File: src/rtl/spi_rate_pkg.sv
package spi_rate_pkg;
    localparam int CODE_W   = 4;
    localparam int AUX_W    = 6;
    localparam int DIV_W    = 8;
    localparam int DIV_SLOW = 250;
    localparam int DIV_FAST = 2;

    typedef enum logic {
        ST_IDLE = 1'b0,
        ST_RUN  = 1'b1
    } gen_state_t;
endpackage

File: src/rtl/spi_rate_decode.sv
module spi_rate_decode
    import spi_rate_pkg::*;
#(
    parameter int P_CODE_W = CODE_W,
    parameter int P_AUX_W  = AUX_W,
    parameter int P_DIV_W  = DIV_W
) (
    input  logic [P_CODE_W-1:0] code_i,
    input  logic                fast_en_i,
    input  logic [P_AUX_W-1:0]  aux_i,
    output logic [P_DIV_W-1:0]  div_o
);
    localparam logic [P_DIV_W-1:0] SLOW = P_DIV_W'(DIV_SLOW);

    always_comb begin
        case (code_i)
            P_CODE_W'(0): div_o = P_DIV_W'(3);
            P_CODE_W'(1): div_o = P_DIV_W'(6);
            P_CODE_W'(2): div_o = P_DIV_W'(9);
            P_CODE_W'(3): div_o = P_DIV_W'(12);
            P_CODE_W'(4): div_o = fast_en_i ? P_DIV_W'(DIV_FAST) : P_DIV_W'(3);
            P_CODE_W'(5): div_o = SLOW;
            P_CODE_W'(7): div_o = (aux_i < P_AUX_W'(2)) ? SLOW : P_DIV_W'(aux_i);
            default:      div_o = SLOW;
        endcase
    end
endmodule

File: src/rtl/spi_rate_counter.sv
module spi_rate_counter
    import spi_rate_pkg::*;
#(
    parameter int P_DIV_W = DIV_W
) (
    input  logic               clk,
    input  logic               rst_n,
    input  logic               clear_i,
    input  logic               en_i,
    input  logic [P_DIV_W-1:0] div_i,
    output logic [P_DIV_W-1:0] cnt_o,
    output logic               wrap_o
);
    assign wrap_o = (cnt_o == div_i - P_DIV_W'(1));

    always_ff @(posedge clk or negedge rst_n) begin
        if (!rst_n)       cnt_o <= '0;
        else if (clear_i) cnt_o <= '0;
        else if (en_i)    cnt_o <= wrap_o ? '0 : cnt_o + P_DIV_W'(1);
    end
endmodule

File: src/rtl/spi_bitclk_gen.sv
module spi_bitclk_gen
    import spi_rate_pkg::*;
#(
    parameter int P_CODE_W = CODE_W,
    parameter int P_AUX_W  = AUX_W,
    parameter int P_DIV_W  = DIV_W
) (
    input  logic                clk,
    input  logic                rst_n,
    input  logic                run_i,
    input  logic [P_CODE_W-1:0] speed_code_i,
    input  logic                fast_en_i,
    input  logic [P_AUX_W-1:0]  aux_div_i,
    output logic                sclk_o,
    output logic                tick_o
);
    gen_state_t         state_q, state_d;
    logic [P_DIV_W-1:0] dec_div, div_q, cnt_q;
    logic               wrap;
    logic [P_DIV_W:0]   hi_len;

    spi_rate_decode #(.P_CODE_W(P_CODE_W), .P_AUX_W(P_AUX_W), .P_DIV_W(P_DIV_W)) u_dec (
        .code_i   (speed_code_i),
        .fast_en_i(fast_en_i),
        .aux_i    (aux_div_i),
        .div_o    (dec_div)
    );

    spi_rate_counter #(.P_DIV_W(P_DIV_W)) u_cnt (
        .clk    (clk),
        .rst_n  (rst_n),
        .clear_i(state_q == ST_IDLE),
        .en_i   (state_q == ST_RUN),
        .div_i  (div_q),
        .cnt_o  (cnt_q),
        .wrap_o (wrap)
    );

    // START: IDLE -> RUN on run_i; STOP: RUN -> IDLE on !run_i
    always_comb begin
        state_d = state_q;
        unique case (state_q)
            ST_IDLE: if (run_i)  state_d = ST_RUN;
            ST_RUN:  if (!run_i) state_d = ST_IDLE;
        endcase
    end

    always_ff @(posedge clk or negedge rst_n) begin
        if (!rst_n) state_q <= ST_IDLE;
        else        state_q <= state_d;
    end

    // Divisor follows the inputs only while idle
    always_ff @(posedge clk or negedge rst_n) begin
        if (!rst_n)                 div_q <= P_DIV_W'(DIV_SLOW);
        else if (state_q == ST_IDLE) div_q <= dec_div;
    end

    assign hi_len = ({1'b0, div_q} + (P_DIV_W+1)'(1)) >> 1;

    always_comb begin
        sclk_o = 1'b0;
        tick_o = 1'b0;
        unique case (state_q)
            ST_IDLE: ;
            ST_RUN: begin
                sclk_o = ({1'b0, cnt_q} < hi_len);
                tick_o = wrap;
            end
        endcase
    end
endmodule

File: config.mk
export PLATFORM = sky130hd
export DESIGN_NAME = spi_bitclk_gen
export DESIGN_NICKNAME = d
export VERILOG_FILES = /design/src/rtl/spi_rate_pkg.sv /design/src/rtl/spi_rate_decode.sv /design/src/rtl/spi_rate_counter.sv /design/src/rtl/spi_bitclk_gen.sv
export SDC_FILE = /design/constraint.sdc
export NUM_CORES = 1
export LEC_CHECK = 0
export ABC_AREA = 1
export BUFFER_PORTS_ARGS = -buffer_cell sky130_fd_sc_hd__buf_4
export CAP_MARGIN = 30
export CORE_ASPECT_RATIO = 0.8
export CORE_MARGIN = 10
export CORE_UTILIZATION = 45
export CTS_CLUSTER_SIZE = 20
export DETAILED_ROUTE_END_ITERATION = 8
export PLACE_DENSITY = 0.7
export SLEW_MARGIN = 25
export SYNTH_ARGS = -nofsm -noshare
export SYNTH_HDL_FRONTEND = slang
export SYNTH_SLANG_ARGS = --single-unit
File: constraint.sdc
create_clock -name clk -period 5.6 [get_ports clk]
set_input_delay 0.56 -clock clk [delete_from_list [all_inputs] [get_ports clk]]
set_output_delay 0.56 -clock clk [all_outputs]
set_load 0.02 [all_outputs]
==> Word-level counts from Yosys, hierarchy flattened <==
Cells that the tools add are included.
{ "totals": {"register_bits": 17, "latch_bits": 0, "ramBits": 0, "romBits": 0, "inputBits": 14, "output_inout_bits": 2, "wordCells": 23, "n_memories": 0} }
{ "op_classes": {"add_sub_neg": 3, "multipliers": 0, "n_div": 0, "order_cmp": 2, "eq_ne": 6, "n_shift": 0, "mux": 8, "n_bitwise": 0, "n_reduce_logical": 1} }
{ "ops": {"columns": ["op", "count"], "rows": [
  ["$pmux 8 s6", 1],
  ["$mux 8", 3],
  ["$add 8x1->9 const B", 1],
  ["$add 8x1->8 const B", 1],
  ["$eq 4x2->1 const B", 2],
  ["$eq 4x3->1 const B", 2],
  ["$eq 8x8->1", 1],
  ["$lt 8x8->1", 1],
  ["$sub 8x1->8 const B", 1],
  ["$lt 6x2->1 const B", 1],
  ["$eq 4x1->1 const B", 1],
  ["$logic_not 4->1", 1],
  ["$mux 1", 4]
]} }

==> Longest topological paths before layout <==
{ "depth": {"word_depth": 4, "ltp_mapped": 13, "depth_no_buf": 13} }

==> Cells and area by module <==
From an unflattened synthesis, not the netlist that was laid out.
{ "hier_totals": {"cells_unflattened": 241, "area_unflattened_um2": 1569.0} }
{ "by_module_without_submodules": {"columns": ["module", "n_inst", "cells_each", "area_per_inst_um2", "seq_area_each_um2"], "rows": [
  ["spi_rate_counter", 1, 120, 750.7, 200.2],
  ["spi_bitclk_gen", 1, 80, 630.6, 232.7],
  ["spi_rate_decode", 1, 41, 187.7, 0.0]
]} }

==> Worst setup path before layout <==
Ideal clock, no wire load.
{ "synth_path": {"path_kind": "flip-flop to output port", "from": "register div_q[1]", "to": "output port sclk_o", "t_arrival_ps": 2135, "required_time_ps": 5040, "path_slack_ps": 2905, "path_stages_with_launch": 10, "path_buffers": 0, "path_cell_list": "dfstp_2 ha_1 nand3_1 o31ai_1 nand2_1 ha_1 a21oi_1 nand3b_1 nand2_1 nor3_1"} }
{ "synth_between": {"elab_chain_cells": 3} }
{ "synth_lines": {"columns": ["item", "line", "source"], "rows": [
  ["start, declared", "spi_bitclk_gen.sv:18", "logic [P_DIV_W-1:0] dec_div, div_q, cnt_q;"],
  ["start signal, assigned", "spi_bitclk_gen.sv:55", "if (!rst_n) div_q <= P_DIV_W'(DIV_SLOW);"],
  ["start signal, assigned", "spi_bitclk_gen.sv:56", "else if (state_q == ST_IDLE) div_q <= dec_div;"],
  ["$add 8x1->9", "spi_bitclk_gen.sv:59", "assign hi_len = ({1'b0, div_q} + (P_DIV_W+1)'(1)) >> 1;"],
  ["$lt 8x8->1", "spi_bitclk_gen.sv:67", "sclk_o = ({1'b0, cnt_q} < hi_len);"],
  ["$mux 1", "spi_bitclk_gen.sv:64", "unique case (state_q)"],
  ["end, declared", "spi_bitclk_gen.sv:14", "output logic sclk_o,"]
]} }
Every way passes these cells.

==> Worst setup path in the final report <==
Ends and elaborated chain as after synthesis.

==> impl_metrics.py <==
metrics = {
    "floorplan": {
        "core.rowCount": 17,
        "start_util_pct": 48.1,
        "coreArea_um2": 2830,
        "fp.dieArea_um2": 5630,
        "ios": 16,
        "fp.dieW_um": 81.5,
        "die_h_um": 69.2,
    },
    "power_and_ir_drop": {
        "netSwitchingFraction_pct": 31.5,
        "power_density_nw_per_um2": 204,
        "power_frac_seq_pct": 43.7,
        "total_power_mw": 0.320,
        "vdd_drop_max_uv": 192,
        "switchingPower_mw": 0.101,
        "clkPwrFrac_pct": 32.5,
        "cellLeakagePower_nw": 0.800,
        "p_comb_share_pct": 23.8,
        "p_int_mw": 0.219,
    },
    "timing": {
        "hold_ws_ns": 0.150,
        "fin_crit_ns": 2.97,
        "setup_slack_ns": 2.63,
        "hold_violations": 0,
        "finalCritPeriodShare_pct": 53.1,
        "drv_slew": 0,
        "relSlewSlack_pct": 72.5,
        "fin_setup_tns_ns": 0,
        "rsz0062_at_grt": "false",
        "finClkSkew_ns": 0.00136,
        "finalSetupViolCount": 0,
        "worst_pin_slew_ns": 0.412,
        "max_freq_ghz": 0.337,
    },
    "routing": {
        "routed_wl_um": 3310,
        "wl_per_cell_um": 13.2,
        "antenna_left": 0,
        "drt-vias-per-instance": 5.20,
        "first_pass_iters": 4,
        "initialDrtViolationCount": 127,
        "drc": 0,
        "vias": 1300,
    },
    "placed_design": {
        "place.port_buffers": 15,
        "dp.cells": 246,
        "placed_area_um2": 1510,
        "hpwl_um": 2720,
        "gp_congestion": 0.947,
        "place_ws_ns": 2.90,
    },
    "clock_network": {
        "cts_htree_levels": 1,
        "post-cts-setup-buffers": 0,
        "path_clk_slew_ns": 0.06,
        "cts_buffer_depth": 2,
        "cts-root-buf": "clkbuf_8",
        "cts_num_sinks": 16,
        "cts_tree": "done",
        "hold_buffers": 0,
        "ctsResizeCount": 0,
        "clkLatencyLatePin_ns": 0.26,
        "numCtsBuffers": 3,
    },
    "grt": {
        "grt_pass1_wl_um": 5680,
        "antenna_found_initial": 0,
        "grtUsageTotal_pct": 12.1,
        "grt_pass1_vias": 1301,
        "gr-total-overflow": 0,
        "grt_max_degree": 17,
    },
    "synthesis": {
        "synth.distinct_cells": 29,
        "ys_seq_elements": 16,
        "syn_inst": 195,
        "netlist_area_um2": 1360,
        "yosysWarnings": 0,
        "syn_avg_cell_area_um2": 6.97,
        "syn_nets": 219,
        "ys_seq_area_share_pct": 29.9,
    },
    "finish": {
        "drive_above_1_share_pct": 18.4,
        "fill_cells": 287,
        "ff_latch_area_um2": 407,
        "synthToLayoutAreaGrowth_pct": 15.3,
        "n_antenna_cell": 0,
        "fin_cells": 250,
        "multiInputGateArea_um2": 822,
        "nets": 237,
        "design_area_um2": 1570,
        "finish.utilization_pct": 55.4,
    },
    "setup_path": {
        "cp_max_fo": 3,
        "worstSetupPathType": "register to output pin",
        "startpoint_type": "register",
        "required_ns": 5.04,
        "end_kind": "output pin",
        "critPathArrivalTime_ns": 2.41,
    },
    "job": {
        "drv_cap": 0,
    },
    "outcome": {
        "status": "complete, no violations",
    },
    "hold_path": {
        "hold_path.class": "input pin to async pin",
    },
}
## worst paths after layout
check                                  to  depth (start not counted)  startpoint  slack, ns
min reg2reg                      div_q[1]                          2    div_q[1]       0.57
max reg2reg                u_cnt.cnt_o[2]                         12    div_q[1]       3.77
max                                sclk_o                         10    div_q[1]       2.63
max in group asynchronous        div_q[6]                          1       rst_n       5.20
min in group clk                  state_q                          1       run_i       0.41
min                               state_q                          1       rst_n       0.15
## critical path: stages, from the launching register on
cell and delay (ns):
dfstp_2 0.55, ha_1 0.19, nand3_1 0.15, o31ai_1 0.25
nand2_1 0.08, ha_1 0.30, a21oi_1 0.14, nand3b_1 0.11
nand2_1 0.05, nor3_1 0.17, buf_4 0.17
## flip-flops by register name, indices dropped and copies added (netlist names)
register	cells
div_q	7
state_q	1
u_cnt.cnt_o	8
## Yosys cell counts
master,instances,share of area [%]
nand2_1,47,13
inv_1,30,8.3
nor2_1,17,4.7
nand3_1,14,5.2
dfrtp_1,11,20
ha_1,10,9.2
nand4_1,9,4.1
a21oi_1,8,2.9
o21ai_0,6,2.2
dfstp_2,5,9.7
nor2_2,5,2.3
xor2_1,5,3.2
inv_2,3,0.83
nor3_1,3,1.1
a22oi_1,2,1.1
a31oi_1,2,0.92
clkbuf_1,2,0.55
nor2_4,2,1.7
o21ai_1,2,0.74
o22ai_1,2,0.92
xnor2_1,2,1.3
a21oi_2,1,0.64
a22o_1,1,0.64
nand2_2,1,0.46
nand2_4,1,0.83
nand3_4,1,1.3
nand3b_1,1,0.55
nand4_2,1,0.92
o31ai_1,1,0.55
## power by group through the flow
stage	Sequential [mW]	Combinational (mW)	Clock, mW
2_1_floorplan	0.137	0.0552	0
6_report	0.140	0.0762	0.104
5_1_grt	0.141	0.0862	0.110
4_1_cts	0.140	0.0766	0.107
3_3_place_gp	0.141	0.0734	0
3_5_place_dp	0.141	0.0763	0
## cells in the final DEF (no fill, tap or decap), types with 2 or more instances in the layout
cell,instances
ha_1,10
nand4_1,9
nor2_1,17
nor3_1,3
inv_2,3
a21oi_1,8
nand2_1,47
nor2_4,2
o21ai_1,2
o21ai_0,6
nor2_2,5
buf_4,15
clkbuf_8,4
dfrtp_1,11
a31oi_1,2
dfstp_2,5
xor2_1,5
a22oi_1,2
inv_1,30
nand3_1,14
o22ai_1,2
xnor2_1,2
## cells by family (layout without fill, tap and decap cells)
group	after synthesis	after routing	share of synthesized area, %
adder cells (fa/ha/maj)	10	10	9.20
XOR/XNOR	7	7	4.51
buffers and inverters	35	52	9.66
AND/OR/NAND/NOR	102	102	36.1
AO/OA/AOI/OAI	25	25	10.7
flip-flops	16	16	29.9
## per-layer routing
layer | up-vias | track usage (%) | share of wire, %
met1 | 597 | 15.6 | 44
met2 | 26 | 19.3 | 49
li1 | 672 | - | -
met5 | - | 0 | 0
met3 | 5 | 2.71 | 5.5
met4 | 0 | 3.24 | 0.70
## area by class of cell
type                            instances  area share, %
Clock buffer                            4           3.51
Inverter                               33           7.90
Tap cell                               38           3.03
Multi-Input combinational cell        144           52.4
Timing Repair Buffer                   15           7.18
Sequential cell                        16           25.9
(Power assumes the default switching activity.)
